### config.mk
export PLATFORM = sky130hd
export DESIGN_NAME = spi_regfront
export DESIGN_NICKNAME = d
export VERILOG_FILES = /design/src/rtl/spi_rf_pkg.sv /design/src/rtl/spi_rf_fifo.sv /design/src/rtl/spi_rf_irq.sv /design/src/rtl/spi_regfront.sv
export SDC_FILE = /design/constraint.sdc
export NUM_CORES = 1
export LEC_CHECK = 0
export BUFFER_PORTS_ARGS = -buffer_cell sky130_fd_sc_hd__buf_2
export CAP_MARGIN = 20
export CORE_MARGIN = 4
export CORE_UTILIZATION = 45
export DETAILED_ROUTE_END_ITERATION = 10
export GPL_TIMING_DRIVEN = 0
export PLACE_DENSITY_LB_ADDON = 0.25
export SLEW_MARGIN = 20
export SYNTH_ARGS = -nofsm -noshare
export SYNTH_HDL_FRONTEND = slang
export SYNTH_SLANG_ARGS = --single-unit
### constraint.sdc
create_clock -name clk -period 3.24 [get_ports clk]
set_input_delay 0 -clock clk [delete_from_list [all_inputs] [get_ports clk]]
set_output_delay 0 -clock clk [all_outputs]
set_load 0.05 [all_outputs]
### src/rtl/spi_rf_pkg.sv
package spi_rf_pkg;
    localparam int THR_W = 4;

    // word indices of the register map
    localparam logic [3:0] IDX_CTL  = 4'd0;
    localparam logic [3:0] IDX_CLK  = 4'd1;
    localparam logic [3:0] IDX_TXW  = 4'd2;
    localparam logic [3:0] IDX_RXW  = 4'd3;
    localparam logic [3:0] IDX_FRM  = 4'd4;
    localparam logic [3:0] IDX_STAT = 4'd5;
    localparam logic [3:0] IDX_IE   = 4'd6;
    localparam logic [3:0] IDX_IRQ  = 4'd7;
    localparam logic [3:0] IDX_FIFO = 4'd8;
    localparam logic [3:0] IDX_DATA = 4'd9;

    // flag vector positions inside the sticky event block
    localparam int EV_OVR = 0;
    localparam int EV_RXC = 1;
    localparam int EV_TXC = 2;
    localparam int EV_N   = 3;

    typedef struct packed {
        logic             en;
        logic [15:0]      clk;
        logic [13:0]      txw;
        logic [5:0]       rxw;
        logic [1:0]       frm;
        logic [4:0]       ie;
        logic [THR_W-1:0] txth;
        logic [THR_W-1:0] rxth;
    } regs_t;
endpackage

### src/rtl/spi_rf_fifo.sv
module spi_rf_fifo #(
    parameter int W     = 32,
    parameter int DEPTH = 8,
    localparam int PTR_W = (DEPTH > 1) ? $clog2(DEPTH) : 1,
    localparam int LVL_W = $clog2(DEPTH + 1)
) (
    input  logic             clk,
    input  logic             rst_n,
    input  logic             flush,
    input  logic             push,
    input  logic [W-1:0]     wdata,
    input  logic             pop,
    output logic [W-1:0]     rdata,
    output logic [LVL_W-1:0] level,
    output logic             full,
    output logic             empty
);
    typedef struct packed {
        logic [DEPTH-1:0][W-1:0] mem;
        logic [PTR_W-1:0]        wp;
        logic [PTR_W-1:0]        rp;
        logic [LVL_W-1:0]        cnt;
    } fifo_t;

    fifo_t st_d, st_q;

    function automatic logic [PTR_W-1:0] bump(input logic [PTR_W-1:0] p);
        return (p == PTR_W'(DEPTH - 1)) ? '0 : p + 1'b1;
    endfunction

    logic do_push, do_pop;

    always_comb begin
        st_d    = st_q;
        do_push = push && (st_q.cnt != LVL_W'(DEPTH));
        do_pop  = pop && (st_q.cnt != '0);
        if (flush) begin
            st_d.wp  = '0;
            st_d.rp  = '0;
            st_d.cnt = '0;
        end else begin
            if (do_push) begin
                st_d.mem[st_q.wp] = wdata;
                st_d.wp           = bump(st_q.wp);
            end
            if (do_pop) st_d.rp = bump(st_q.rp);
            st_d.cnt = st_q.cnt + LVL_W'(do_push) - LVL_W'(do_pop);
        end
    end

    always_ff @(posedge clk or negedge rst_n) begin
        if (!rst_n) st_q <= '0;
        else        st_q <= st_d;
    end

    assign rdata = st_q.mem[st_q.rp];
    assign level = st_q.cnt;
    assign full  = (st_q.cnt == LVL_W'(DEPTH));
    assign empty = (st_q.cnt == '0);

    // occupancy never exceeds the depth
    a_r3_no_overflow: assert property (@(posedge clk) disable iff (!rst_n)
        level <= LVL_W'(DEPTH));
    // a push into a full queue with no pop leaves the level unchanged
    a_r3_full_drop: assert property (@(posedge clk) disable iff (!rst_n)
        (full && push && !pop && !flush) |=> $stable(level));
    // a flush leaves the queue empty
    a_r11_flush_empties: assert property (@(posedge clk) disable iff (!rst_n)
        flush |=> empty);
endmodule

### src/rtl/spi_rf_irq.sv
module spi_rf_irq #(
    parameter int N = 3
) (
    input  logic         clk,
    input  logic         rst_n,
    input  logic [N-1:0] set,
    input  logic [N-1:0] clr,
    input  logic [N-1:0] en,
    output logic [N-1:0] pend,
    output logic         irq
);
    logic [N-1:0] pend_d, pend_q;

    always_comb begin
        pend_d = (pend_q & ~clr) | set;
    end

    always_ff @(posedge clk or negedge rst_n) begin
        if (!rst_n) pend_q <= '0;
        else        pend_q <= pend_d;
    end

    assign pend = pend_q;
    assign irq  = |(pend_q & en);

    // a clear without a concurrent set leaves the flag low
    a_r8_clear_wins_alone: assert property (@(posedge clk) disable iff (!rst_n)
        (|(clr & ~set)) |=> ((pend & $past(clr & ~set)) == '0));
    // a set event is never lost, even against a clear
    a_r8_set_priority: assert property (@(posedge clk) disable iff (!rst_n)
        (|set) |=> ((pend & $past(set)) == $past(set)));
endmodule

### src/rtl/spi_regfront.sv
module spi_regfront
    import spi_rf_pkg::*;
#(
    parameter int DATA_W = 32,
    parameter int DEPTH  = 8,
    parameter int ADDR_W = 6,
    localparam int LVL_W = $clog2(DEPTH + 1)
) (
    input  logic              clk,
    input  logic              rst_n,
    input  logic              bus_sel,
    input  logic              bus_we,
    input  logic [ADDR_W-1:0] bus_addr,
    input  logic [31:0]       bus_wdata,
    output logic [31:0]       bus_rdata,
    output logic              eng_tx_valid,
    input  logic              eng_tx_ready,
    output logic [DATA_W-1:0] eng_tx_data,
    input  logic              eng_rx_valid,
    input  logic [DATA_W-1:0] eng_rx_data,
    input  logic              eng_busy,
    output logic              ctl_en,
    output logic [15:0]       cfg_clock,
    output logic [13:0]       cfg_txword,
    output logic [5:0]        cfg_rxword,
    output logic [1:0]        cfg_frame,
    output logic              irq,
    output logic              dma_tx_req,
    output logic              dma_rx_req
);
    regs_t regs_d, regs_q;

    logic [3:0] idx;
    logic       wr, rd;
    logic       tx_push, tx_pop, tx_flush, rx_push, rx_pop, rx_flush;
    logic [DATA_W-1:0] rx_head;
    logic [LVL_W-1:0]  tx_level, rx_level;
    logic tx_full, tx_empty, rx_full, rx_empty, rx_hit;
    logic [EV_N-1:0] ev_set, ev_clr, ev_en, ev_pend;

    assign idx = bus_addr[ADDR_W-1:2];
    assign wr  = bus_sel && bus_we;
    assign rd  = bus_sel && !bus_we;

    assign tx_push  = wr && (idx == IDX_DATA);
    assign rx_pop   = rd && (idx == IDX_DATA);
    assign tx_flush = wr && (idx == IDX_FIFO) && bus_wdata[12];
    assign rx_flush = wr && (idx == IDX_FIFO) && bus_wdata[4];

    assign eng_tx_valid = regs_q.en && !tx_empty;
    assign tx_pop       = eng_tx_valid && eng_tx_ready;
    assign rx_push      = eng_rx_valid && !rx_full;

    spi_rf_fifo #(.W(DATA_W), .DEPTH(DEPTH)) i_txq (
        .clk(clk), .rst_n(rst_n), .flush(tx_flush),
        .push(tx_push), .wdata(bus_wdata[DATA_W-1:0]),
        .pop(tx_pop), .rdata(eng_tx_data),
        .level(tx_level), .full(tx_full), .empty(tx_empty)
    );

    spi_rf_fifo #(.W(DATA_W), .DEPTH(DEPTH)) i_rxq (
        .clk(clk), .rst_n(rst_n), .flush(rx_flush),
        .push(rx_push), .wdata(eng_rx_data),
        .pop(rx_pop), .rdata(rx_head),
        .level(rx_level), .full(rx_full), .empty(rx_empty)
    );

    assign rx_hit = !rx_empty && (int'(rx_level) >= int'(regs_q.rxth));

    assign ev_set[EV_OVR] = eng_rx_valid && rx_full;
    assign ev_set[EV_RXC] = rx_hit && tx_empty;
    assign ev_set[EV_TXC] = tx_pop && (tx_level == LVL_W'(1)) && !tx_flush;

    assign ev_clr = (wr && idx == IDX_IRQ) ?
                    {bus_wdata[4], bus_wdata[3], bus_wdata[0]} : '0;
    assign ev_en  = {regs_q.ie[4], regs_q.ie[3], regs_q.ie[0]};

    spi_rf_irq #(.N(EV_N)) i_evt (
        .clk(clk), .rst_n(rst_n), .set(ev_set), .clr(ev_clr),
        .en(ev_en), .pend(ev_pend), .irq(irq)
    );

    always_comb begin
        regs_d = regs_q;
        if (wr) begin
            unique case (idx)
                IDX_CTL:  regs_d.en  = bus_wdata[0];
                IDX_CLK:  regs_d.clk = bus_wdata[15:0] & 16'h70FF;
                IDX_TXW:  regs_d.txw = bus_wdata[13:0];
                IDX_RXW:  regs_d.rxw = bus_wdata[5:0];
                IDX_FRM:  regs_d.frm = bus_wdata[15:14];
                IDX_IE:   regs_d.ie  = bus_wdata[4:0];
                IDX_FIFO: begin
                    regs_d.txth = bus_wdata[8 +: THR_W];
                    regs_d.rxth = bus_wdata[0 +: THR_W];
                end
                default: ;
            endcase
        end
    end

    always_ff @(posedge clk or negedge rst_n) begin
        if (!rst_n) regs_q <= '0;
        else        regs_q <= regs_d;
    end

    always_comb begin
        bus_rdata = '0;
        unique case (idx)
            IDX_CTL:  bus_rdata[0]     = regs_q.en;
            IDX_CLK:  bus_rdata[15:0]  = regs_q.clk;
            IDX_TXW:  bus_rdata[13:0]  = regs_q.txw;
            IDX_RXW:  bus_rdata[5:0]   = regs_q.rxw;
            IDX_FRM:  bus_rdata[15:14] = regs_q.frm;
            IDX_STAT: begin
                bus_rdata[7] = eng_busy;
                bus_rdata[0] = !rx_empty;
            end
            IDX_IE:   bus_rdata[4:0]   = regs_q.ie;
            IDX_IRQ: begin
                bus_rdata[9] = rx_hit;
                bus_rdata[4] = ev_pend[EV_TXC];
                bus_rdata[3] = ev_pend[EV_RXC];
                bus_rdata[0] = ev_pend[EV_OVR];
            end
            IDX_FIFO: begin
                bus_rdata[8 +: THR_W] = regs_q.txth;
                bus_rdata[0 +: THR_W] = regs_q.rxth;
            end
            IDX_DATA: if (!rx_empty) bus_rdata[DATA_W-1:0] = rx_head;
            default: ;
        endcase
    end

    assign ctl_en     = regs_q.en;
    assign cfg_clock  = regs_q.clk;
    assign cfg_txword = regs_q.txw;
    assign cfg_rxword = regs_q.rxw;
    assign cfg_frame  = regs_q.frm;
    assign dma_tx_req = regs_q.ie[2] &&
                        (int'(DEPTH) - int'(tx_level) >= int'(regs_q.txth));
    assign dma_rx_req = regs_q.ie[1] && rx_hit;

    // a delivery into a full receive queue raises overrun next cycle
    a_r5_overrun_flag: assert property (@(posedge clk) disable iff (!rst_n)
        (eng_rx_valid && rx_full) |=> ev_pend[EV_OVR]);
    // a delivery into a full receive queue does not change its level
    a_r5_discard: assert property (@(posedge clk) disable iff (!rst_n)
        (eng_rx_valid && rx_full && !rx_pop && !rx_flush) |=> $stable(rx_level));
    // the take that empties the transmit queue sets transmit done
    a_r7_txdone: assert property (@(posedge clk) disable iff (!rst_n)
        (tx_pop && tx_level == LVL_W'(1) && !tx_flush) |=> ev_pend[EV_TXC]);
    // no receive DMA request without data to fetch
    a_r10_dma_rx_data: assert property (@(posedge clk) disable iff (!rst_n)
        dma_rx_req |-> (rx_level != '0));
    // after the enable drops, no transmit word is offered
    a_r12_stop: assert property (@(posedge clk) disable iff (!rst_n)
        (wr && idx == IDX_CTL && !bus_wdata[0]) |=> !eng_tx_valid);
endmodule

==> results of run 1 <==
sequential cells by signal, summed over array words and instances, names as in the netlist:
register	flops
cfg_clock	11
cfg_frame	2
cfg_rxword	6
cfg_txword	14
ctl_en	1
ev_en	3
i_evt.pend	3
i_rxq.level	4
i_rxq.st_q	262
i_txq.level	4
i_txq.st_q	262
regs_q	10
critical path, stage by stage, from the launching register on:
cell and delay (ns):
dfrtp_1 0.38, clkbuf_1 0.75, mux4_2 0.43, a22oi_1 0.38
o311ai_1 0.31, buf_2 0.30
synth_stat cells, types with 4 or more instances:
| cell | n | area share |
|---|---|---|
| buf_1 | 14 | 0.0019 |
| nor3_4 | 5 | 0.0030 |
| nor2b_1 | 13 | 0.0030 |
| o21ai_0 | 11 | 0.0020 |
| dfrtp_1 | 582 | 0.53 |
| buf_2 | 20 | 0.0037 |
| nand2_1 | 62 | 0.0085 |
| mux4_2 | 128 | 0.11 |
| xnor2_1 | 4 | 0.0013 |
| nor2_1 | 15 | 0.0021 |
| buf_6 | 4 | 0.0016 |
| or3_1 | 4 | 0.00091 |
| mux2_2 | 555 | 0.23 |
| nand2b_1 | 4 | 0.00091 |
| a22oi_1 | 17 | 0.0047 |
| a32oi_1 | 4 | 0.0013 |
| clkbuf_1 | 37 | 0.0051 |
| nor4_4 | 7 | 0.0054 |
| a221o_1 | 7 | 0.0026 |
| mux2_1 | 41 | 0.017 |
| nand3_1 | 8 | 0.0015 |
| nor3_1 | 9 | 0.0016 |
| inv_1 | 30 | 0.0041 |
| ha_1 | 31 | 0.014 |
| a21oi_1 | 30 | 0.0055 |
| buf_4 | 81 | 0.022 |
cell families (layout without fill, tap and decap cells):
kind of cell,after synthesis,count (layout),share of synthesized area
compound gates,95,95,0.0238
xor+xnor,6,6,0.00192
fa+ha+maj,33,33,0.0156
buf+inv,188,553,0.0389
flops,582,582,0.532
mux,727,727,0.352
other cells,1,8,0.000137
simple gates,152,152,0.0354
metrics by stage:
step | setup WS [ns] | TNS (ns)
after floorplan | 0.206 | 0
after global placement | -9.43 | -5467.41
after detailed placement | -0.0927 | -0.358
after CTS | 0.0209 | 0
after global routing | 0.00308 | 0
final | 0.0852 | 0
routing by layer:
metal | vias up | track usage | part of all wire
met1 | 8889 | 0.319 | 0.45
met3 | 98 | 0.0419 | 0.063
met2 | 440 | 0.351 | 0.47
li1 | 7220 | - | -
met5 | - | 0 | 0.00018
met4 | 2 | 0.0533 | 0.018
final cells by class:
cell class	instances	area (um2)	share of cell area
inverter	32	121	0.00376
tap	782	978	0.0303
antenna	3	7.51	0.000232
sequential	582	14600	0.451
clock buffer	97	1960	0.0607
clock inverter	19	159	0.00492
multi-input combinational	1018	11800	0.365
buffer	156	972	0.0301
timing repair buffer	249	1750	0.0543
worst min path at each step:
| stage | start | end | slack [ns] | depth (start not counted) |
|---|---|---|---|---|
| floorplan | rst_n | cfg_clock[0] | -0.30 | 0 |
| global placement | bus_wdata[5] | cfg_rxword[5] | 0.25 | 2 |
| finish | rst_n | i_txq.st_q[177] | -0.01 | 2 |
| CTS | rst_n | i_txq.st_q[177] | 0.007 | 2 |
| global route | rst_n | i_txq.st_q[177] | 0.05 | 2 |
| detailed placement | rst_n | i_txq.st_q[177] | 0.06 | 1 |
what timing repair did:
item | CTS | global route
endpoints found under the setup margin | 11 | 14
hold buffers | 71 | 0
endpoints found under the hold margin | 634 | 0
pin swaps | 1 | 1
setup buffers | 1 | 2
resized for setup | 17 | 8
power by group through the flow:
stage               logic [uW]  clock network (uW)  registers, uW
floorplan                 6250                   0          10100
global placement          7880                   0          10300
detailed placement        8110                   0          10500
CTS                       8230                7510          10400
global route              8800                7810          10600
finish                    8150                7320          10400
==> metrics.cfg, run 1 <==
[clock_tree]
cts_root_buffer=clkbuf_16
htreeDepth=3
cts_sinks=582
cts.clk_slew.worst_paths_ns=0.06
clk_latency_ns=0.59
cts_tree=yes
numCtsBuffers=67
cts_buffer_depth=3

[sta]
period_needed_ns=3.15
hold_ws_ns=-0.0147
fin_crit_sh=0.974
max_freq_ghz=0.317
worstMarginPinSlew_ns=1.06
slew_headroom=0.287
drv_slew=0
hold_viol_final=4
fin_skew_ns=0.0191
rsz0062_at_grt=false
setup_viol=0

[hold_path]
hold_path.class=in2async

[synthesis]
ys_seq_area_frac=0.532
ys_warn_count=0
synth_cell_type_count=68
synth_seq_cells=582
ys.flop_type=dfrtp_1
ys_async_sr_fraction=1.00
syn_area_um2=27400
syn_area_per_cell_um2=15.3
synth_edf_count=0
syn_inst=1784

[setup_path]
worstReg2RegStart=i_txq.level[1]
worstPathRequired_ns=3.24
worstSetupStartpoint=i_rxq.st_q[5]
regToRegEndpoint=i_txq.level[1]
critPathCaptureType=primary output
ff2ff_path_depth=10
r2r_slack_ns=0.42
cp-start-kind=flip-flop
critPathMaxFanout=10
critPathKind=reg2out
cp.arrival_ns=3.15
cp-endpoint=bus_rdata[2]

[flow_run]
drv_cap=0

[run_status]
status=finished with violations
violations=negative hold slack

[global_route]
grt_pass1_wl_mm=109
antenna_found_initial=5
grt_max_degree=107
gr-usage-all-layers=0.221
gr-total-overflow=0
grt_pass1_vias=17500

[power_and_ir_drop]
p_clk_frac=0.283
peakVddDrop_v=0.000504
internal-power_uw=17700
p_total_uw=25900
switching_power_uw=8150
p_comb_frac=0.315
power.density_nw_per_um2=800
p_sw_frac=0.315
seqPwrFrac=0.402
p_leak_uw=0.0148

[drt]
via_per_inst=5.67
ant_nets=0
drc_errors=0
dr_total_vias=16600
drt_iter0_drc=1143
routed_wl_mm=70.3
wl_per_cell_um=23.9
firstDrtPassIters=8

[floorplan]
fp-row-count=90
start_util=0.454
die_h_um=255
core_um2=60200
die_w_um=255
ios=184
dieArea_um2=64800

[layout]
final_util=0.536
final_area_um2=32300
fillers=4926
final_common_cell=dfrtp_1
nets=2216
layout_common_cells=dfrtp_1, mux2_2, buf_2
area_delta_synth_final_pct=18.1
drive_above_1_share=0.516
fin_cells=2938

[placement]
place_congestion=0.885
dp_hpwl_mm=48.4
dp.cells=2745
placed_cell_area_um2=29400
io_buffers=169

Note: power is estimated with default switching activity, not from simulation.
==> run 2: changes to the inputs <==
- CTS_CLUSTER_SIZE: not set -> 12
- HOLD_SLACK_MARGIN: not set -> 0.1
- clock period: 3.24 -> 3.65 ns (I/O delays scaled with it)
==> run 2 against run 1 <==
Effect of this change: the flow now finishes without violations; first-iteration DRC count up 0.96%; hold slack gained 0.20 ns; power fell by 11%; non-clock buffer count rose by 6; global-route usage down 0.11 points; worst setup slack gained 0.068 ns; flip-flop and latch count unchanged; critical path type unchanged; largest cell class unchanged.
==> metrics.cfg, run 2 (synthesized netlist as in run 1, its figures left out) <==
[floorplan]
core_um2=60200  ; unchanged
dieArea_um2=64800  ; unchanged
ios=184  ; unchanged
fp-row-count=90  ; unchanged
die_h_um=255  ; unchanged
start_util=0.454  ; unchanged
die_w_um=255  ; unchanged

[layout]
multi_input_area_um2=11800  ; about the same
final_common_cell=dfrtp_1  ; unchanged
area.sequential_um2=14600  ; unchanged
drive_above_1_share=0.511  ; was 0.516
area_delta_synth_final_pct=18.5  ; was 18.1%
fillers=4945  ; was 4,926
fin_cells=2940  ; was 2,938
layout_common_cells=dfrtp_1, mux2_2, buf_2  ; unchanged
nets=2221  ; was 2,216

[setup_path]
crit_family=buffers and inverters  ; unchanged
critPathKind=reg2out  ; unchanged
critPathSlowestCell=mux4_2  ; was clkbuf_1
cp.buffers_inverters=3  ; was 2
worstPathRequired_ns=3.65  ; was 3.24 ns
cp.arrival_ns=3.50  ; was 3.15 ns
cp_cell_sequence=buf_2 -> clkbuf_4 -> mux4_2 -> a22oi_1 -> o211ai_1 -> buf_2  ; was clkbuf_1 -> mux4_2 -> a22oi_1 -> o311ai_1 -> buf_2
critPathMaxFanout=10  ; unchanged
critPathCaptureType=primary output  ; unchanged
crit_path_frequent_cell=buf_2
cp-start-kind=flip-flop  ; unchanged
cpPeakStageDelay_ns=0.53  ; was 0.75 ns

[global_route]
grt_pass1_wl_mm=109  ; about the same
grtUsageMet1=0.305  ; was 0.319
grt_max_degree=100  ; was 107
gr-usage-all-layers=0.220  ; was 0.221
grt_pass1_vias=18000  ; was 17.5k
antenna_found_initial=4  ; was 5
grt.busiest_layer=met2  ; unchanged
met2_usage=0.351  ; about the same
use_met3=0.0547  ; was 0.0419
gr-total-overflow=0  ; unchanged

[clock_tree]
cts_sinks=582  ; unchanged
numCtsBuffers=66  ; was 67
post-cts-setup-buffers=0  ; was 1
htreeDepth=3  ; unchanged
cts.clk_slew.worst_paths_ns=0.06  ; about the same
cts_tree=yes  ; unchanged
cts_root_buffer=clkbuf_16  ; unchanged
clk_latency_ns=0.60  ; was 0.59 ns
cts_buffer_depth=3  ; unchanged

[drt]
drc_errors=0  ; unchanged
via_per_inst=5.63  ; was 5.67
drt_iter0_drc=1154  ; was 1,143
wl_per_cell_um=24.0  ; was 23.9 um
dr_total_vias=16500  ; was 16.6k
ant_nets=0  ; unchanged
routed_wl_mm=70.5  ; was 70.3 mm
firstDrtPassIters=7  ; was 8

[power_and_ir_drop]
p_leak_uw=0.0149  ; was 0.0148 uW
power.density_nw_per_um2=711  ; was 800 nW/um2
p_total_uw=23000  ; was 25,900 uW
peakVddDrop_v=0.000487  ; was 0.000504 V

[sta]
drv_slew=0  ; unchanged
worstMarginPinSlew_ns=0.998  ; was 1.06 ns
finalSetupTns_ns=0  ; unchanged
slew_headroom=0.335  ; was 0.287
hold_viol_final=0  ; was 4
max_freq_ghz=0.286
fin_crit_sh=0.958
fin_skew_ns=0.0192  ; was 0.0191 ns
setup_viol=0  ; unchanged
rsz0062_at_grt=false  ; unchanged
period_needed_ns=3.50

[placement]
place_congestion=0.858  ; was 0.885
dp.cells=2746  ; was 2,745
io_buffers=169  ; unchanged
dp_hpwl_mm=48.4  ; about the same

[run_status]
status=completed  ; was finished with violations

[flow_run]
drv_cap=0  ; unchanged

[hold_path]
hold_path.class=in2reg  ; was in2async

-- run 2: cell count changes in the layout (fill, tap and decap cells not counted), sizes merged --
cell / before / now
buf: 295 / 296
bufinv: 2 / 3
clkbuf: 136 / 138
clkinv: 14 / 4
clkinvlp: 1 / 2
dlygate4sd3: 71 / 77
inv: 34 / 35
-- run 2: per-stage QoR --
stage	area [um2]	util	setup slack, ns	hold slack [ns]
CTS	32400	0.537	0.0260	0.126
global placement	29200	0.485	-8.95	0.251
floorplan	27400	-	0.174	-0.296
finish	32400	0.538	0.153	0.181
detailed placement	29400	0.488	0.0698	-0.125
global route	32400	0.538	0.0258	0.178
-- run 2: worst paths after layout --
check,to,startpoint,slack (ns),cells after the start
min in group asynchronous,i_txq.st_q[15],rst_n,0.51,4
min reg2reg,i_rxq.st_q[175],i_rxq.st_q[175],0.48,1
max in group asynchronous,i_rxq.st_q[212],rst_n,1.71,6
min,ev_en[1],bus_addr[5],0.18,4
max reg2reg,i_txq.level[1],i_txq.level[0],0.68,10
max,bus_rdata[3],i_rxq.st_q[4],0.15,6
-- run 2: timing repair --
| action | CTS | global route |
|---|---|---|
| endpoints found under the setup margin | 11 | 4 |
| gates resized for setup | 8 | 5 |
| hold buffers | 78 | 0 |
| hold endpoints to repair | 864 | 0 |
-- run 2: final cells by class --
cell class / instances / share of cell area
antenna: 3 / 0.000232
clock inverter: 12 / 0.00548
timing repair buffer: 255 / 0.0571
tap: 782 / 0.0302
sequential: 582 / 0.449
multi-input combinational: 1018 / 0.363
inverter: 32 / 0.00374
buffer: 156 / 0.0294
clock buffer: 100 / 0.0612
-- run 2: worst reg2reg max path: cells and delay by family, from the launching register on --
kind	cells	cell delay [ns]
DFF	1	0.37
buffers and inverters	3	0.37
adders and majority gates	4	1.15
and+or+nand+nor	2	0.39
AOI/OAI and AO/OA	1	0.57
-- run 2: report_power, final --
group / switching, uW / leakage [uW] / internal, uW / total, uW
clock: 2650 / 0.00105 / 3960 / 6620
sequential: 979 / 0.00753 / 8240 / 9210
combinational: 3600 / 0.00627 / 3610 / 7210
-- run 2: routing by layer --
| metal | part of all wire | routed length, um |
|---|---|---|
| met5 | 0.00018 | 13 |
| met4 | 0.023 | 1650 |
| met3 | 0.063 | 4410 |
| met2 | 0.47 | 33100 |
| met1 | 0.44 | 31400 |
==> run 3: changes to the inputs <==
- CORE_UTILIZATION: 45 -> 60
==> run 3 against run 2 <==
Effect of this change: clock skew decreased by 0.0078 ns; largest cell class unchanged; first-iteration DRC count is 19% higher; core utilization up 17 points; flip-flop and latch count did not move; global-route usage is 5.3 points higher.
==> metrics.cfg, run 3 (synthesized netlist as in run 1, its figures left out) <==
[power_and_ir_drop]
p_comb_frac=0.324  ; was 0.313
seqPwrFrac=0.418  ; was 0.400
internal-power_uw=15100  ; was 15,800 uW
switching_power_uw=6940  ; was 7230 uW
p_leak_uw=0.0147  ; was 0.0149 uW
p_sw_frac=0.315  ; was 0.314
peakVddDrop_v=0.000479  ; was 0.000487 V
power.density_nw_per_um2=694  ; was 711 nW/um2
p_clk_frac=0.258  ; was 0.287

[drt]
via_per_inst=6.10  ; was 5.63
drt_iter0_drc=1375  ; was 1,154
wl_met2_mm=31.8  ; was 33.1 mm
wl_per_cell_um=24.2  ; was 24.0 um
wl_met1_mm=28.2  ; was 31.4 mm
highest_layer=met5  ; unchanged
dr_total_vias=16700  ; was 16.5k
routed_wl_mm=66.1  ; was 70.5 mm
drc_errors=0  ; unchanged
firstDrtPassIters=5  ; was 7
wl_met3_mm=4.17  ; was 4.41 mm
ant_nets=0  ; unchanged

[floorplan]
core_um2=44600  ; was 60,200 um2
die_w_um=222  ; was 255 um
die_h_um=222  ; was 255 um
dieArea_um2=49100  ; was 64,800 um2
ios=184  ; unchanged
start_util=0.613  ; was 0.454
fp-row-count=77  ; was 90

[layout]
final_util=0.712  ; was 0.538
nets=2214  ; was 2,221
drive_above_1_share=0.504  ; was 0.511
final_common_cell=dfrtp_1  ; unchanged
area_delta_synth_final_pct=16.1  ; was 18.5%
final_area_um2=31800  ; was 32,400 um2
layout_common_cells=dfrtp_1, mux2_2, buf_2  ; unchanged

[sta]
fin_ws_ns=0.251  ; was 0.153 ns
hold_ws_ns=0.170  ; was 0.181 ns
slew_headroom=0.303  ; was 0.335
rsz0062_at_grt=false  ; unchanged
fin_crit_sh=0.931  ; was 0.958
drv_slew=0  ; unchanged
setup_viol=0  ; unchanged
worstMarginPinSlew_ns=1.05  ; was 0.998 ns
max_freq_ghz=0.294  ; was 0.286 GHz
fin_skew_ns=0.0114  ; was 0.0192 ns
hold_viol_final=0  ; unchanged
period_needed_ns=3.40  ; was 3.50 ns

[setup_path]
worstPathRequired_ns=3.65  ; about the same
cp-start-kind=flip-flop  ; unchanged
cp.arrival_ns=3.40  ; was 3.50 ns
worstSetupStartpoint=i_rxq.st_q[6]  ; was i_rxq.st_q[4]
worstReg2RegStart=i_txq.level[1]  ; was i_txq.level[0]
critPathCaptureType=primary output  ; unchanged
critPathMaxFanout=10  ; unchanged
critPathKind=reg2out  ; unchanged
ff2ff_path_depth=10  ; unchanged

[placement]
io_buffers=169  ; unchanged
place_congestion=0.918  ; was 0.858
dp_slack_ns=0.683  ; was 0.0698 ns
dp_hpwl_mm=44.6  ; was 48.4 mm
placed_cell_area_um2=29100  ; was 29,400 um2

[hold_path]
hold_path.startpoint=bus_addr[5]  ; unchanged
hold_path.class=in2reg  ; unchanged
worstHoldPathCells=4  ; unchanged

[clock_tree]
htreeDepth=2  ; was 3
post-cts-setup-buffers=0  ; unchanged
cts.clk_slew.worst_paths_ns=0.06  ; about the same
cts_sinks=582  ; unchanged
numCtsBuffers=59  ; was 66
cts_buffer_depth=3  ; unchanged
clk_latency_ns=0.60  ; about the same
cts_tree=yes  ; unchanged
cts_root_buffer=clkbuf_16  ; unchanged

[flow_run]
drv_cap=0  ; unchanged

[global_route]
antenna_found_initial=2  ; was 4
gr-usage-all-layers=0.272  ; was 0.220
gr-total-overflow=0  ; unchanged
grt_pass1_wl_mm=105  ; was 109 mm
grt_max_degree=105  ; was 100
grt_pass1_vias=17800  ; was 18.0k

[run_status]
status=completed  ; unchanged

run 3: worst max-delay path: stages (launching register included):
cell and delay [ns]:
dfrtp_1 0.34, buf_2 0.29, clkinv_1 0.41, nor3_4 0.57, buf_2 0.37, a22oi_1 0.20, o31ai_1 0.23, buf_2 0.38
run 3: power groups by stage:
stage / clock network [uW] / registers (uW) / logic, uW
2_1_floorplan: 0 / 8950 / 5550
3_3_place_gp: 0 / 9190 / 6830
3_5_place_dp: 0 / 9300 / 7080
4_1_cts: 5800 / 9210 / 7200
5_1_grt: 6060 / 9420 / 7690
6_report: 5700 / 9220 / 7140
run 3: final timing paths:
| path | to | slack (ns) |
|---|---|---|
| worst min-delay path | cfg_frame[1] | 0.17 |
| worst min register to register | i_rxq.st_q[166] | 0.48 |
| worst max-delay path | bus_rdata[15] | 0.25 |
| min in group asynchronous | cfg_txword[2] | 0.61 |
| worst max register to register | i_txq.level[1] | 0.70 |
| max in group asynchronous | i_rxq.st_q[91] | 2.10 |
run 3: layout make-up:
cell class | instances | area [um2]
Clock inverter | 8 | 68.8
Sequential cell | 582 | 14600
Buffer | 156 | 947
Inverter | 32 | 120
Clock buffer | 90 | 1720
Antenna cell | 2 | 5.00
Multi-Input combinational cell | 1018 | 11800
Tap cell | 592 | 741
Timing Repair Buffer | 255 | 1820
Fill cell | 2921 | 12800
run 3: per-stage QoR:
step / cells / total power, uW / TNS (ns)
after floorplan: 1788 / 14500 / 0
after global placement: 2549 / 16000 / -5093.91
after detailed placement: 2554 / 16400 / 0
after CTS: 2733 / 22200 / 0
after global routing: 2734 / 23200 / 0
final: 2735 / 22100 / 0
run 3: timing repair:
item                                    in CTS  in global routing
hold buffers                                81                  0
endpoints found under the setup margin       0                  6
resized for setup                            0                  8
endpoints found under the hold margin      924                  0
run 3: layer usage:
metal,vias up,global-route usage
met2,520,0.437
met4,2,0.0826
met3,137,0.0547
met5,-,0
met1,8839,0.384
li1,7197,-
